### src/rtl/irq_ctl_pkg.sv
package irq_ctl_pkg;
   localparam int OFS_SRC   = 'h00;
   localparam int OFS_NEN   = 'h04;
   localparam int OFS_FEN   = 'h08;
   localparam int OFS_NPND  = 'h0C;
   localparam int OFS_FPND  = 'h10;
   localparam int OFS_FORCE = 'h14;

   typedef enum logic [2:0] {
      SEL_SRC,
      SEL_NEN,
      SEL_FEN,
      SEL_NPND,
      SEL_FPND,
      SEL_FORCE,
      SEL_NONE
   } reg_sel_e;
endpackage

### src/rtl/irq_line_sync.sv
module irq_line_sync #(
   parameter int W      = 32,
   parameter int STAGES = 2
) (
   input  logic         clk,
   input  logic         rst_n,
   input  logic [W-1:0] d,
   output logic [W-1:0] q
);
   generate
      if (STAGES < 0) begin : g_bad
         $error("irq_line_sync: STAGES must not be negative");
      end
      if (STAGES == 0) begin : g_bypass
         assign q = d;
      end else begin : g_chain
         logic [W-1:0] stage_q [STAGES];
         always_ff @(posedge clk or negedge rst_n) begin
            if (!rst_n) begin
               for (int i = 0; i < STAGES; i++) stage_q[i] <= '0;
            end else begin
               stage_q[0] <= d;
               for (int i = 1; i < STAGES; i++) stage_q[i] <= stage_q[i-1];
            end
         end
         assign q = stage_q[STAGES-1];
      end
   endgenerate
endmodule

### src/rtl/irq_class_gate.sv
module irq_class_gate #(
   parameter int W = 32
) (
   input  logic [W-1:0] src,
   input  logic [W-1:0] en,
   output logic [W-1:0] pend,
   output logic         req
);
   assign pend = src & en;
   assign req  = |pend;
endmodule

### src/rtl/irq_reg_bank.sv
module irq_reg_bank
   import irq_ctl_pkg::*;
#(
   parameter int W      = 32,
   parameter int DATA_W = 32,
   parameter int ADDR_W = 8
) (
   input  logic              clk,
   input  logic              rst_n,
   input  logic              bus_sel,
   input  logic              bus_wr,
   input  logic [ADDR_W-1:0] bus_addr,
   input  logic [DATA_W/8-1:0] bus_be,
   input  logic [DATA_W-1:0] bus_wdata,
   output logic [DATA_W-1:0] bus_rdata,
   input  logic [W-1:0]      src,
   input  logic [W-1:0]      npend,
   input  logic [W-1:0]      fpend,
   output logic [W-1:0]      nen_q,
   output logic [W-1:0]      fen_q,
   output logic [W-1:0]      force_q
);
   localparam int BE_W = DATA_W / 8;

   reg_sel_e sel;
   logic     full_word;
   logic     wr_ok;

   assign full_word = (bus_be == {BE_W{1'b1}});
   assign wr_ok     = bus_sel && bus_wr && full_word;

   always_comb begin
      if      (bus_addr == ADDR_W'(OFS_SRC))   sel = SEL_SRC;
      else if (bus_addr == ADDR_W'(OFS_NEN))   sel = SEL_NEN;
      else if (bus_addr == ADDR_W'(OFS_FEN))   sel = SEL_FEN;
      else if (bus_addr == ADDR_W'(OFS_NPND))  sel = SEL_NPND;
      else if (bus_addr == ADDR_W'(OFS_FPND))  sel = SEL_FPND;
      else if (bus_addr == ADDR_W'(OFS_FORCE)) sel = SEL_FORCE;
      else                                     sel = SEL_NONE;
   end

   always_ff @(posedge clk or negedge rst_n) begin
      if (!rst_n) begin
         nen_q   <= '0;
         fen_q   <= '0;
         force_q <= '0;
      end else if (wr_ok) begin
         case (sel)
            SEL_NEN:   nen_q   <= bus_wdata[W-1:0];
            SEL_FEN:   fen_q   <= bus_wdata[W-1:0];
            SEL_FORCE: force_q <= bus_wdata[W-1:0];
            default: ;
         endcase
      end
   end

   always_comb begin
      bus_rdata = '0;
      if (bus_sel && !bus_wr && full_word) begin
         case (sel)
            SEL_SRC:   bus_rdata = DATA_W'(src);
            SEL_NEN:   bus_rdata = DATA_W'(nen_q);
            SEL_FEN:   bus_rdata = DATA_W'(fen_q);
            SEL_NPND:  bus_rdata = DATA_W'(npend);
            SEL_FPND:  bus_rdata = DATA_W'(fpend);
            SEL_FORCE: bus_rdata = DATA_W'(force_q);
            default:   bus_rdata = '0;
         endcase
      end
   end

   // an enable mask holds its value unless a valid full-word write targets it
   a_r7_nen_hold: assert property (@(posedge clk) disable iff (!rst_n)
      !(wr_ok && bus_addr == ADDR_W'(OFS_NEN)) |=> $stable(nen_q));
   a_r7_fen_load: assert property (@(posedge clk) disable iff (!rst_n)
      (wr_ok && bus_addr == ADDR_W'(OFS_FEN)) |=> fen_q == $past(bus_wdata[W-1:0]));
   // a write with partial byte enables leaves every writable register unchanged
   a_r10_partial_write: assert property (@(posedge clk) disable iff (!rst_n)
      (bus_sel && bus_wr && !full_word) |=> ($stable(nen_q) && $stable(fen_q) && $stable(force_q)));
   // a read with partial byte enables returns zero
   a_r10_partial_read: assert property (@(posedge clk) disable iff (!rst_n)
      (bus_sel && !bus_wr && !full_word) |-> bus_rdata == '0);
endmodule

### src/rtl/dual_class_irq_ctrl.sv
module dual_class_irq_ctrl #(
   parameter int NUM_SRC     = 32,
   parameter int DATA_W      = 32,
   parameter int ADDR_W      = 8,
   parameter int SYNC_STAGES = 2
) (
   input  logic                clk,
   input  logic                rst_n,
   input  logic [NUM_SRC-1:0]  irq_in,
   input  logic                bus_sel,
   input  logic                bus_wr,
   input  logic [ADDR_W-1:0]   bus_addr,
   input  logic [DATA_W/8-1:0] bus_be,
   input  logic [DATA_W-1:0]   bus_wdata,
   output logic [DATA_W-1:0]   bus_rdata,
   output logic                irq_normal,
   output logic                irq_fast
);
   generate
      if (NUM_SRC < 1 || NUM_SRC > DATA_W) begin : g_bad_src
         $error("dual_class_irq_ctrl: NUM_SRC must be within 1..DATA_W");
      end
      if (DATA_W % 8 != 0) begin : g_bad_data
         $error("dual_class_irq_ctrl: DATA_W must be a multiple of 8");
      end
      if (ADDR_W < 5) begin : g_bad_addr
         $error("dual_class_irq_ctrl: ADDR_W too narrow for the register map");
      end
   endgenerate

   logic [NUM_SRC-1:0] hw_sync;
   logic [NUM_SRC-1:0] src;
   logic [NUM_SRC-1:0] nen_q, fen_q, force_q;
   logic [NUM_SRC-1:0] npend, fpend;

   irq_line_sync #(.W(NUM_SRC), .STAGES(SYNC_STAGES)) u_sync (
      .clk(clk), .rst_n(rst_n), .d(irq_in), .q(hw_sync)
   );

   assign src = hw_sync | force_q;

   irq_class_gate #(.W(NUM_SRC)) u_normal (
      .src(src), .en(nen_q), .pend(npend), .req(irq_normal)
   );

   irq_class_gate #(.W(NUM_SRC)) u_fast (
      .src(src), .en(fen_q), .pend(fpend), .req(irq_fast)
   );

   irq_reg_bank #(.W(NUM_SRC), .DATA_W(DATA_W), .ADDR_W(ADDR_W)) u_regs (
      .clk(clk), .rst_n(rst_n),
      .bus_sel(bus_sel), .bus_wr(bus_wr), .bus_addr(bus_addr),
      .bus_be(bus_be), .bus_wdata(bus_wdata), .bus_rdata(bus_rdata),
      .src(src), .npend(npend), .fpend(fpend),
      .nen_q(nen_q), .fen_q(fen_q), .force_q(force_q)
   );

   // with no fast enable set, the fast request stays low
   a_r6_fast_masked: assert property (@(posedge clk) disable iff (!rst_n)
      (fen_q == '0) |-> !irq_fast);
   // with no normal enable set, the normal request stays low
   a_r4_normal_masked: assert property (@(posedge clk) disable iff (!rst_n)
      (nen_q == '0) |-> !irq_normal);
   // forcing a normally enabled bit raises the normal request next cycle
   a_r9_force_raises: assert property (@(posedge clk) disable iff (!rst_n)
      (bus_sel && bus_wr && bus_be == '1 && bus_addr == ADDR_W'(irq_ctl_pkg::OFS_FORCE)
       && ((bus_wdata[NUM_SRC-1:0] & nen_q) != '0)) |=> irq_normal);
endmodule

### config.mk
export PLATFORM = sky130hd
export DESIGN_NAME = dual_class_irq_ctrl
export DESIGN_NICKNAME = d
export VERILOG_FILES = /design/src/rtl/irq_ctl_pkg.sv /design/src/rtl/irq_line_sync.sv /design/src/rtl/irq_class_gate.sv /design/src/rtl/irq_reg_bank.sv /design/src/rtl/dual_class_irq_ctrl.sv
export SDC_FILE = /design/constraint.sdc
export NUM_CORES = 1
export LEC_CHECK = 0
export BUFFER_PORTS_ARGS = -buffer_cell sky130_fd_sc_hd__buf_4
export CELL_PAD_IN_SITES_DETAIL_PLACEMENT = 0
export CELL_PAD_IN_SITES_GLOBAL_PLACEMENT = 1
export CORE_MARGIN = 1.5
export CORE_UTILIZATION = 35
export DETAILED_ROUTE_END_ITERATION = 12
export GPL_TIMING_DRIVEN = 0
export PLACE_DENSITY_LB_ADDON = 0.1
export SYNTH_ARGS = -nofsm -noshare
export SYNTH_HDL_FRONTEND = slang
export SYNTH_SLANG_ARGS = --single-unit
### constraint.sdc
create_clock -name clk -period 1.8 [get_ports clk]
set_input_delay 0.09 -clock clk [delete_from_list [all_inputs] [get_ports clk]]
set_output_delay 0.09 -clock clk [all_outputs]
set_load 0.02 [all_outputs]
; Yosys cells after proc, flatten, opt, wreduce, memory -nomap -nowiden
; Index checks and enable logic that the tools add are counted.
[op_classes]
n_eq_ne = 11
muxes = 8
bitwise = 3
reduce_logical = 12
[op_table]
columns = operator, count
row1 = $pmux W32 S6, 1
row2 = $and A32 B32 Y32, 2
row3 = $reduce_or A32 Y1, 2
row4 = $mux W32, 1
row5 = $or A32 B32 Y32, 1
row6 = $eq A8 B4 Y1 const B, 2
row7 = $eq A8 B5 Y1 const B, 2
row8 = $mux W3, 5
row9 = $eq A8 B3 Y1 const B, 1
row10 = $logic_not A8 Y1, 1
row11 = $eq A3 B2 Y1 const B, 2
row12 = $eq A3 B3 Y1 const B, 2
row13 = $reduce_and A2 Y1, 3
row14 = $eq A4 B4 Y1 const B, 1
row15 = $logic_and A1 B1 Y1, 4
row16 = $eq A3 B1 Y1 const B, 1
row17 = $logic_not A3 Y1, 1
row18 = $mux W2, 1
row19 = $logic_not A1 Y1, 1
[totals]
regBits = 160
input_bits = 80

; Depth between registers and ports, before layout
; Gate-level depths: netlist (run 1).
[logic_depth]
ltp_word = 10
ltp_mapped = 7
depth_no_buf = 4

; By module
; Synthesis (run 1) repeated with hierarchy kept, for this count alone.
[unflattened]
hier_cells = 616
hier_area_um2 = 7886.3
[modules_own_cells]
columns = mod, n_inst, cells_per_inst, area_each_um2, seq_area_each_um2
row1 = irq_reg_bank, 1, 398, 5248.8, 2402.3
row2 = irq_line_sync, 1, 96, 1841.8, 1601.5
row3 = irq_class_gate, 2, 45, 297.8, 0.0
row4 = dual_class_irq_ctrl, 1, 32, 200.2, 0.0

; Least setup slack after synthesis (run 1)
; Ideal clock, no wire load.
[synth_path]
path_type = input to output
from = input bus_addr[4]
to = output bus_rdata[29]
t_arrival_ps = 1803
slack_ps = -93
path_stages = 5
n_path_buf = 2
cell_sequence = buf_6 > clkbuf_1 > nor4b_1 > nand3_1 > a31oi_1
[synth_via]
elab_chain_cells = 10
[synth_rtl]
columns = item, line
row1 = "start, declared", dual_class_irq_ctrl.sv:12  ; input logic [ADDR_W-1:0] bus_addr,
row2 = $eq A8 B5 Y1, irq_reg_bank.sv:38  ; else if (bus_addr == ADDR_W'(OFS_FORCE)) sel = SEL_FORCE;
row3 = $mux W2, irq_reg_bank.sv:38
row4 = $mux W3, irq_reg_bank.sv:37  ; else if (bus_addr == ADDR_W'(OFS_FPND)) sel = SEL_FPND;
row5 = $mux W3, irq_reg_bank.sv:36  ; else if (bus_addr == ADDR_W'(OFS_NPND)) sel = SEL_NPND;
row6 = $mux W3, irq_reg_bank.sv:35  ; else if (bus_addr == ADDR_W'(OFS_FEN)) sel = SEL_FEN;
row7 = $mux W3, irq_reg_bank.sv:34  ; else if (bus_addr == ADDR_W'(OFS_NEN)) sel = SEL_NEN;
row8 = $mux W3 *, irq_reg_bank.sv:33  ; if (bus_addr == ADDR_W'(OFS_SRC)) sel = SEL_SRC;
row9 = $eq A3 B3 Y1 (tied with other cells), irq_reg_bank.sv:60  ; case (sel)
row10 = $pmux W32 S6 *, irq_reg_bank.sv:60
row11 = $mux W32 *, irq_reg_bank.sv:59  ; if (bus_sel && !bus_wr && full_word) begin
row12 = "end, declared", dual_class_irq_ctrl.sv:15  ; output logic [DATA_W-1:0] bus_rdata,
; Every way passes the cells marked *; elsewhere a longest branch is shown, timed or not.

; Final worst setup path (run 1)
[layout_path]
from = register u_regs.force_q[10]
to = output irq_normal
[layout_via]
elab_chain_cells = 3
[layout_rtl]
columns = item, line
row1 = "start, declared", irq_reg_bank.sv:21  ; output logic [W-1:0] force_q
row2 = "start signal, assigned", irq_reg_bank.sv:51  ; SEL_FORCE: force_q <= bus_wdata[W-1:0];
row3 = $or A32 B32 Y32, dual_class_irq_ctrl.sv:40  ; assign src = hw_sync | force_q;
row4 = $and A32 B32 Y32, irq_class_gate.sv:9  ; assign pend = src & en;
row5 = $reduce_or A32 Y1, irq_class_gate.sv:10  ; assign req = |pend;
row6 = "end, declared", dual_class_irq_ctrl.sv:16  ; output logic irq_normal,
; Every way passes these cells.

==> results of run 1 <==
[layer usage]
metal,share of wire,vias to the layer above,track usage
li1,-,2800,-
met1,0.45,3178,0.324
met2,0.47,238,0.374
met3,0.061,44,0.0433
met4,0.021,0,0.0851
met5,0,-,0
[flip-flops by register name (all words and copies together) (netlist names)]
name / cells
u_sync.q: 32
u_sync.g_chain.stage_q: 32
u_regs.force_q: 32
u_regs.nen_q: 32
u_regs.fen_q: 32
[power breakdown]
group	switching [mW]	total, mW	internal (mW)
clock	1.59	3.98	2.39
sequential	0.0642	3.74	3.67
combinational	0.312	0.631	0.318
[cell type report]
class / instances / area, um^2 / share of cell area
inverter: 1 / 3.75 / 0.000344
clock inverter: 14 / 205 / 0.0188
tap: 270 / 338 / 0.0309
clock buffer: 18 / 439 / 0.0402
multi-input combinational: 406 / 3690 / 0.338
sequential: 160 / 4010 / 0.367
timing repair buffer: 210 / 1890 / 0.173
buffer: 37 / 344 / 0.0315
[synth_stat cells (all sizes together), types with 2 or more instances]
cell type	count	share of area
buf	13	0.013
o221ai	50	0.059
mux2i	19	0.026
a31oi	2	0.0017
mux2	101	0.17
a21boi	8	0.0081
nand3	3	0.0020
a21oi	30	0.020
a32oi	5	0.0059
nor2	30	0.015
nor4	7	0.0068
o2bb2ai	5	0.0059
nand2	5	0.0025
dfrtp	160	0.54
nand4	18	0.015
o21ai	83	0.056
or3	2	0.0017
a222oi	7	0.0095
clkbuf	25	0.013
nor3	5	0.0034
and2	19	0.016
[how the worst max path moves through the flow]
stage,start,end
6_report,u_regs.force_q[10],irq_normal
5_1_grt,u_sync.q[9],irq_fast
4_1_cts,u_sync.q[19],irq_normal
3_5_place_dp,bus_addr[2],u_regs.fen_q[22]
3_3_place_gp,bus_addr[5],u_regs.force_q[20]
2_1_floorplan,bus_addr[4],u_regs.nen_q[11]
[kinds of logic (layout without fill, tap and decap cells)]
kind of cell / after synthesis / count (layout) / share of synthesized area
AND/OR/NAND/NOR: 94 / 94 / 0.0689
AO/OA/AOI/OAI: 192 / 192 / 0.169
flip-flops: 160 / 160 / 0.541
multiplexers: 120 / 120 / 0.195
buffers and inverters: 39 / 280 / 0.0261
[stage by stage]
step / hold WS, ps / setup slack (ps)
finish: 232 / -300
global route: 255 / -311
CTS: 140 / -315
detailed placement: 112 / -1000
global placement: 199 / -1000
floorplan: -206 / -58.7
[worst reg2reg max path, stage by stage, from the launching register on]
cell	delay, ps
dfrtp_1	420
buf_6	140
mux2_2	240
[what timing repair did]
item	CTS	global route
gates cloned	3	0
hold buffers	65	0
pin swaps	53	57
hold endpoints to repair	205	0
gates resized for setup	144	110
endpoints found under the setup margin	128	109
setup buffers	20	9
==> summary.txt, run 1 <==
STA
  • Final cycle utilization of the critical path: 1.17
  • RSZ-0062 raised after global routing: true
  • Worst-margin pin slew: 703 ps
  • Final Hold Viols: 0
  • Achievable Freq: between 400 and 500 MHz
  • Min Tclk post-route: 2100 ps
  • Final setup fails: 6
  • Setup tns final: -671 ps
  • Worst setup margin: -300 ps
  • Clock Skew: 6.13 ps
  • Max-slew violations: 0
  • Rel. slew slack: 0.531

Clock network
  • H-Tree Depth: 4
  • TritonCTS clock tree: yes
  • Clock Root Buffer: clkbuf_16
  • # clock sinks: 160
  • Worst-Skew Late Latency: between 400 and 500 ps
  • CTS Buf Count: 17
  • CTS Buffer Depth: 2
  • Clock-pin slew on the worst setup and hold paths: 70 ps

Worst setup path
  • Slowest-stage cell, CP: dfrtp_1
  • Required time worst endpoint: roughly 1700 ps
  • CP Cell Sequence: o21ai_1, nand4_1, nor4_2, nand2_1, buf_6
  • Worst r2r src: u_regs.force_q[16]
  • Critical Path Start Type: register
  • Flop2flop setup slack: 890 ps
  • Worst Path Buf+Inv: 1
  • FF-to-FF path depth: 2
  • Worst EP arrival: about 2000 ps
  • Crit path capture type: output port
  • CP max stage delay: roughly 420 ps
  • CP Depth: 5
  • WS Path Type: reg -> out
  • Crit path max-delay family: simple AND/OR/NAND/NOR gates
  • R2R Path End: u_regs.force_q[16]
  • Critical path fanouts, max: 5

Global routing
  • Total gr overflow: 0
  • Largest net degree at the start of global routing: 84
  • Vias in the first global route: 6,467
  • Aggregate global-route resource usage: 0.236
  • First-pass GRT wire length: 38.4 mm
  • Initial antenna violation count: 0

Logic synthesis
  • Cell Area, Synth: 7400 um^2
  • Count of cell types in the netlist: 35
  • Register bit total from synthesis: 160
  • EDFF count, synth: 0
  • Most frequently used flop master after synthesis: dfrtp_1
  • Asr flop ratio synth: 1.00
  • Syn_nets: 685
  • Syn Inst Count: 605
  • Seq/Total Area, Yosys: 0.541
  • Syn. warnings: 0
  • Syn_area_per_cell: 12.2 um^2

Final layout
  • Fin util: 0.533
  • Ant diodes: 0
  • Final Net Count: about 910
  • Area Growth Syn to Fin: 47.7%
  • Non-Filler Instances: ~1,100
  • FILL cells: 1,770
  • Finished Cell Area: about 11,000 um^2
  • Commonest non-fill, non-tap cells in the layout: dfrtp_1 (152), buf_4 (127), mux2_2 (70), dlygate4sd3_1 (65), o221ai_1 (38)
  • Commonest non-fill, non-tap cell in the layout: dfrtp_1
  • Layout cells sized above 1: 0.478

Placed design
  • DP Cell Count: 988
  • Area post-placement: 8620 um^2
  • DP Wirelength: 16.7 mm
  • Final Wtd Congestion: roughly 0.84
  • IO buf count: 112

Floorplanning
  • Initial Util: 0.361
  • Die X: around 150 um
  • Num rows: 52
  • IO Count: 114
  • DIE HEIGHT: between 100 and 150 um
  • Core area: 20,500 um^2
  • Die area: approximately 22,000 um^2

Drt
  • DRC Markers: 0
  • DR vias: around 6,300
  • WL per Instance: 22.5 um
  • Number of DRC markers in iteration 0: 483
  • Detailed-router iteration count before antenna repair: 5
  • Post-Route WL: 25.1 mm
  • Antenna-violating nets left: 0
  • Vias per cell: 5.61

Outcome
  • Status: finished with violations
  • Failing checks: negative setup slack

Flow run
  • Max cap viols: 0

Pwr
  • Total Power: approximately 8.3 mW
  • Leakage: 4.82 nW
  • Total power per unit cell area: 764 nW/um^2
  • Worst vdd ir: approximately 0.00048 V

Hold path
  • Hold Path Class: in -> async
Power figures use the tool's default switching activity.
==> inputs of run 2 (changes only) <==
CORE_ASPECT_RATIO = 0.6   (was default)
==> run 2 against run 1 <==
Net effect: critical path type unchanged; largest cell class unchanged; clock skew up 2.1 ps; worst hold slack worse by 42 ps; critical path depth unchanged; routed wire length up 3.9%; clock power down 12%; critical endpoint unchanged; largest power group is now sequential cells; the run still ends with negative setup slack left.
==> summary.txt, run 2 (synthesis gave the netlist of run 1 again) <==
Drt
  • Antenna-violating nets left: 0 (unchanged)
  • Number of DRC markers in iteration 0: 577 (+19%)
  • Detailed-router iteration count before antenna repair: 5 (unchanged)
  • DRC Markers: 0 (unchanged)
  • DR vias: 6,312 (+0.83%)
  • Post-Route WL: 26.1 mm (+3.9%)
  • Vias per cell: 5.66 (+0.92%)
  • WL per Instance: 23.4 um (+4.0%)

Final layout
  • FILL cells: 1,729 (-2.3%)
  • Final Net Count: 909 (-0.44%)
  • FF+latch area: 4020 um^2 (+0.16%)
  • Finished Cell Area: 10,800 um^2 (-1.2%)
  • Area of the multi-input gates: 3700 um^2 (+0.31%)
  • Fin util: 0.530 (-0.00305)
  • Layout cells sized above 1: 0.479 (+0.00108)
  • Area Growth Syn to Fin: 46.0%
  • Commonest non-fill, non-tap cell in the layout: dfrtp_1
  • Commonest non-fill, non-tap cells in the layout: dfrtp_1 (147), buf_4 (122), mux2_2 (70), dlygate4sd3_1 (65), o221ai_1 (36)
  • Ant diodes: 0 (unchanged)

Global routing
  • Aggregate global-route resource usage: 0.241 (+0.00555)
  • Vias in the first global route: 6,347 (-1.9%)
  • Initial antenna violation count: 0 (unchanged)
  • Total gr overflow: 0 (unchanged)
  • First-pass GRT wire length: 38.7 mm (+0.74%)
  • GRT met2 Usage: 0.350 (-0.0245)
  • GR peak layer: met1
  • GR Util met1: 0.360 (+0.0359)
  • Routing usage on met3: 0.0515 (+0.00823)
  • Largest net degree at the start of global routing: 95 (+13%)

Placed design
  • DP Wirelength: 17.4 mm (+3.9%)
  • IO buf count: 112 (unchanged)
  • Area post-placement: 8620 um^2 (about the same)
  • Final Wtd Congestion: 0.856 (+1.5%)

STA
  • RSZ-0062 raised after global routing: true
  • Rel. slew slack: 0.649 (+0.118)
  • Achievable Freq: 475 MHz (-0.15%)
  • Final setup fails: 5 (-1)
  • Setup tns final: -688 ps (-16.6 ps)
  • Worst setup margin: -303 ps (-3.06 ps)
  • Clock Skew: 8.26 ps (+2.13 ps)
  • Final Hold Viols: 0 (unchanged)
  • Final cycle utilization of the critical path: 1.17 (+0.00170)
  • Min Tclk post-route: 2100 ps (+3.06 ps)
  • Max-slew violations: 0 (unchanged)
  • Worst-margin pin slew: 527 ps (-176 ps)

Worst setup path
  • Critical path fanouts, max: 5 (unchanged)
  • Critical Path Start Type: register
  • WS Path Type: reg -> out
  • Worst EP arrival: 2010 ps (about the same)
  • Crit path capture type: output port
  • Required time worst endpoint: 1710 ps (about the same)

Clock network
  • Clock Root Buffer: clkbuf_16
  • # clock sinks: 160 (unchanged)
  • H-Tree Depth: 4 (unchanged)
  • CTS Buffer Depth: 2 (unchanged)
  • TritonCTS clock tree: yes
  • CTS Buf Count: 17 (unchanged)
  • Worst-Skew Late Latency: 440 ps (about the same)
  • Clock-pin slew on the worst setup and hold paths: 70 ps (about the same)

Pwr
  • Sw frac: 0.250 (+0.0141)
  • Worst vdd ir: 0.000649 V (+36%)
  • Clock power share: 0.445 (-0.032)
  • Int Pwr: 5.89 mW (-7.6%)
  • Leakage: 4.76 nW (-1.1%)
  • Sequential cell fraction of total power: 0.476 (+0.028)
  • Total power per unit cell area: 727 nW/um^2 (-4.8%)
  • Combinational group share of total power: 0.079 (+0.003)
  • NetSw: 1.96 mW (-0.26%)

Floorplanning
  • Core area: 20,400 um^2 (-0.61%)
  • Initial Util: 0.363 (+0.00222)
  • DIE HEIGHT: 116 um (-22%)
  • Die area: 22,000 um^2 (+0.13%)
  • IO Count: 114 (unchanged)
  • Num rows: 40 (-23%)
  • Die X: 191 um (+29%)

Outcome
  • Failing checks: negative setup slack
  • Status: finished with violations

Hold path
  • Hold Path Class: in -> async

Flow run
  • Max cap viols: 0 (unchanged)
==> run 2: cell types whose count changed in the layout (fill, tap and decap cells not counted), moves of 4 or more <==
| cell | before | now |
|---|---|---|
| dfrtp_2 | 8 | 13 |
| dfrtp_1 | 152 | 147 |
| clkinv_4 | 2 | 6 |
| o21ai_2 | 28 | 23 |
| o21ai_1 | 22 | 28 |
| nor2_1 | 24 | 28 |
| buf_4 | 127 | 122 |
==> run 2: path summary, 6_finish.rpt <==
| kind | slack, ps | to | start | cells after the start |
|---|---|---|---|---|
| worst min register to register | 350 | u_sync.q[1] | u_sync.g_chain.stage_q[33] | 0 |
| worst max register to register | 840 | u_regs.force_q[24] | u_regs.force_q[24] | 2 |
| min in group clk | 250 | u_regs.fen_q[31] | bus_addr[3] | 4 |
| worst min-delay path | 190 | u_sync.g_chain.stage_q[37] | rst_n | 2 |
| worst max-delay path | -300 | irq_normal | u_regs.force_q[21] | 5 |
| max in group asynchronous | 740 | u_sync.q[2] | rst_n | 3 |
==> run 2: layout make-up <==
| type | count | area share |
|---|---|---|
| Buffer | 37 | 0.0322 |
| Clock buffer | 17 | 0.0394 |
| Clock inverter | 15 | 0.0129 |
| Inverter | 1 | 0.000348 |
| Multi-Input combinational cell | 406 | 0.343 |
| Sequential cell | 160 | 0.372 |
| Tap cell | 273 | 0.0316 |
| Timing Repair Buffer | 206 | 0.168 |
==> run 2: worst max-delay path, stage by stage (launching register included) <==
cell and delay (ps):
dfrtp_1 420, o21ai_1 240, nand4_1 210, nor4_2 400, nand2_1 160, buf_6 160
==> run 2: repair_timing <==
action,4_1_cts,5_1_grt
resized for setup,139,111
pin swaps,41,64
hold endpoints to repair,194,0
gates cloned,2,2
setup buffers,14,10
hold buffers,65,0
endpoints found under the setup margin,128,94
==> run 2: metrics by stage <==
step	std cells	setup slack, ps	hold WS, ps	power [mW]
6_report	1115	-303	190	7.85
5_1_grt	1115	-361	247	8.15
4_1_cts	1104	-294	122	7.90
3_5_place_dp	991	-1000	73.6	4.21
3_3_place_gp	990	-985	199	4.19
2_1_floorplan	605	-58.7	-206	3.88
==> run 2: routing by layer <==
metal | vias up | share of wire
li1 | 2787 | -
met1 | 3214 | 0.48
met2 | 277 | 0.43
met3 | 34 | 0.068
met4 | 0 | 0.015
met5 | - | 0
==> run 2: power by group through the flow <==
stage	Clock, mW	Sequential, mW	Combinational (mW)
3_3_place_gp	0	3.79	0.402
4_1_cts	3.58	3.73	0.588
6_report	3.50	3.74	0.618
2_1_floorplan	0	3.77	0.107
3_5_place_dp	0	3.79	0.422
5_1_grt	3.74	3.74	0.663
==> inputs of run 3 (changes only) <==
CELL_PAD_IN_SITES_DETAIL_PLACEMENT = default   (was 0)
CELL_PAD_IN_SITES_GLOBAL_PLACEMENT = default   (was 1)
PLACE_DENSITY_LB_ADDON = default   (was 0.1)
==> run 3 against run 2 <==
Net effect: the flow still finishes with violations (negative setup slack); core utilization up 0.69 points; maximum frequency increased by 4.2%; non-clock buffer count shrank 2; clock skew down 4.1 ps; sequential power is essentially flat; via count grew 4.4%; register-to-register slack worse by 20 ps; sequential cell count unchanged; global-route usage down 0.25 points.
==> summary.txt, run 3 (synthesis gave the netlist of run 1 again) <==
STA
  • Min Tclk post-route: 2020 ps (-85.7 ps)
  • Worst-margin pin slew: 662 ps (+135 ps)
  • Rel. slew slack: 0.559 (-0.0901)
  • Final cycle utilization of the critical path: 1.12 (-0.0476)
  • Final Hold Viols: 0 (unchanged)
  • RSZ-0062 raised after global routing: true
  • Final setup fails: 14 (+9)
  • Achievable Freq: 496 MHz (+4.2%)
  • Clock Skew: 4.21 ps (-4.05 ps)
  • Max-slew violations: 0 (unchanged)
  • Worst setup margin: -218 ps (+85.7 ps)

Hold path
  • WHS Path Cells: 3
  • Hold Path Class: in -> reg
  • Hold Path Sink: u_regs.force_q[31]
  • Hold Startpoint: bus_addr[3]

Drt
  • Post-Route WL: 26.3 mm (+0.77%)
  • WL per Instance: 23.6 um (+0.95%)
  • Number of DRC markers in iteration 0: 574 (-0.52%)
  • Antenna-violating nets left: 0 (unchanged)
  • DRC Markers: 0 (unchanged)
  • Vias per cell: 5.92 (+4.6%)
  • DR vias: 6,592 (+4.4%)
  • Detailed-router iteration count before antenna repair: 5 (unchanged)

Floorplanning
  • Num rows: 40 (unchanged)
  • Die X: 191 um (unchanged)
  • Initial Util: 0.363 (unchanged)
  • Core area: 20,400 um^2 (unchanged)
  • IO Count: 114 (unchanged)
  • DIE HEIGHT: 116 um (unchanged)
  • Die area: 22,000 um^2 (unchanged)

Global routing
  • Aggregate global-route resource usage: 0.239 (-0.00252)
  • Vias in the first global route: 6,574 (+3.6%)
  • Largest net degree at the start of global routing: 91 (-4.2%)
  • First-pass GRT wire length: 38.7 mm (about the same)
  • Total gr overflow: 0 (unchanged)
  • Initial antenna violation count: 0 (unchanged)

Flow run
  • Max cap viols: 0 (unchanged)

Pwr
  • Leakage: 4.72 nW (-0.87%)
  • Worst vdd ir: 0.000662 V (+1.9%)
  • Total Power: 7.74 mW (-1.5%)
  • Total power per unit cell area: 708 nW/um^2 (-2.7%)

Outcome
  • Status: finished with violations
  • Failing checks: negative setup slack

Worst setup path
  • CP Cell Sequence: o21ai_2, nand4_1, nor4_2, nand2_1, buf_6
  • Critical Path Start Type: register
  • FF-to-FF path depth: 2 (unchanged)
  • WS Path Type: reg -> out
  • Worst EP arrival: 1930 ps (-80 ps)
  • Critical path fanouts, max: 3 (-2)
  • Required time worst endpoint: 1710 ps (about the same)
  • Worst r2r src: u_regs.force_q[24]
  • Flop2flop setup slack: 820 ps (-20 ps)
  • Worst Path Buf+Inv: 1 (unchanged)
  • Slowest-stage cell, CP: dfrtp_2
  • Crit path capture type: output port
  • R2R Path End: u_regs.force_q[24]
  • Crit path max-delay family: simple AND/OR/NAND/NOR gates
  • CP max stage delay: 450 ps (+30 ps)

Final layout
  • Non-Filler Instances: 1,113 (-0.18%)
  • Commonest non-fill, non-tap cell in the layout: dfrtp_1
  • Layout cells sized above 1: 0.515 (+0.0369)
  • Area Growth Syn to Fin: 47.9%
  • Final Net Count: 907 (-0.22%)
  • Ant diodes: 0 (unchanged)
  • Commonest non-fill, non-tap cells in the layout: dfrtp_1 (143), buf_4 (113), mux2_2 (70), dlygate4sd3_1 (65), o21ai_2 (36)

Placed design
  • DP Cell Count: 991 (unchanged)
  • DP Wirelength: 17.2 mm (-1.3%)
  • Final Wtd Congestion: 0.888 (+3.7%)
  • IO buf count: 112 (unchanged)

Clock network
  • Clock Root Buffer: clkbuf_16
  • CTS Buffer Depth: 2 (unchanged)
  • H-Tree Depth: 4 (unchanged)
  • # clock sinks: 160 (unchanged)
  • TritonCTS clock tree: yes
  • Worst-Skew Late Latency: 440 ps (about the same)
  • CTS Buf Count: 17 (unchanged)
  • Clock-pin slew on the worst setup and hold paths: 70 ps (about the same)
==> run 3: changes by cell type in the layout (fill, tap and decap cells not counted), moves of 3 or more <==
cell / previous run / this run
dfrtp_1: 147 / 143
o221ai_1: 36 / 23
buf_4: 122 / 113
clkinv_4: 6 / 3
buf_6: 16 / 27
a21oi_1: 16 / 12
a21oi_2: 14 / 17
o21ai_2: 23 / 36
dfrtp_2: 13 / 17
o21ai_0: 26 / 14
o221ai_2: 12 / 25
==> run 3: layout make-up <==
class	instances	area (um^2)
Fill cell	1677	9430
Sequential cell	160	4030
Multi-Input combinational cell	406	3850
Timing Repair Buffer	205	1870
Clock buffer	21	460
Tap cell	273	342
Buffer	36	300
Clock inverter	11	83.8
Inverter	1	3.75
==> run 3: how the worst max path moves through the flow <==
stage,cells past startpoint,from,to
after detailed placement,6,bus_addr[5],u_regs.force_q[15]
after global placement,6,bus_addr[5],u_regs.force_q[12]
after floorplan,7,bus_addr[4],u_regs.nen_q[11]
after global routing,5,u_sync.q[22],irq_fast
final,5,u_sync.q[30],irq_normal
after CTS,5,u_sync.q[30],irq_normal
==> run 3: worst register-to-register path, delay by kind of cell (launching register included) <==
family / cells / cell delay [ps]
DFF: 1 / 450
muxes: 1 / 260
buffers and inverters: 1 / 150
==> run 3: report_power, final <==
| part | internal [mW] | leakage (nW) | switching, mW |
|---|---|---|---|
| Combinational | 0.299 | 2.40 | 0.322 |
| Sequential | 3.68 | 2.06 | 0.0761 |
| Clock | 1.84 | 0.256 | 1.52 |
| Total | 5.82 | 4.72 | 1.92 |
==> run 3: metal layers <==
layer | part of all wire | track usage | vias up
met3 | 0.087 | 0.0409 | 68
met2 | 0.44 | 0.347 | 386
met1 | 0.45 | 0.341 | 3337
li1 | - | - | 2801
met4 | 0.031 | 0.129 | 0
met5 | 0 | 0 | -
==> run 3: what timing repair did <==
item | in CTS | in global routing
hold buffers | 65 | 0
resized for setup | 173 | 138
pin swaps | 52 | 51
setup buffers | 13 | 12
endpoints found under the hold margin | 198 | 0
gates cloned | 2 | 2
setup endpoints to repair | 126 | 54
==> run 3: stage by stage <==
step,cell area [um^2],util,hold slack (ps),worst slack [ps],setup TNS [ps]
after floorplan,7410,-,-206,-58.7,-1710
after global placement,8590,0.422,199,-904,-108410
after detailed placement,8620,0.423,149,-916,-92600
after CTS,10400,0.510,139,-165,-563
after global routing,10900,0.537,157,-289,-1910
final,10900,0.537,164,-218,-1070
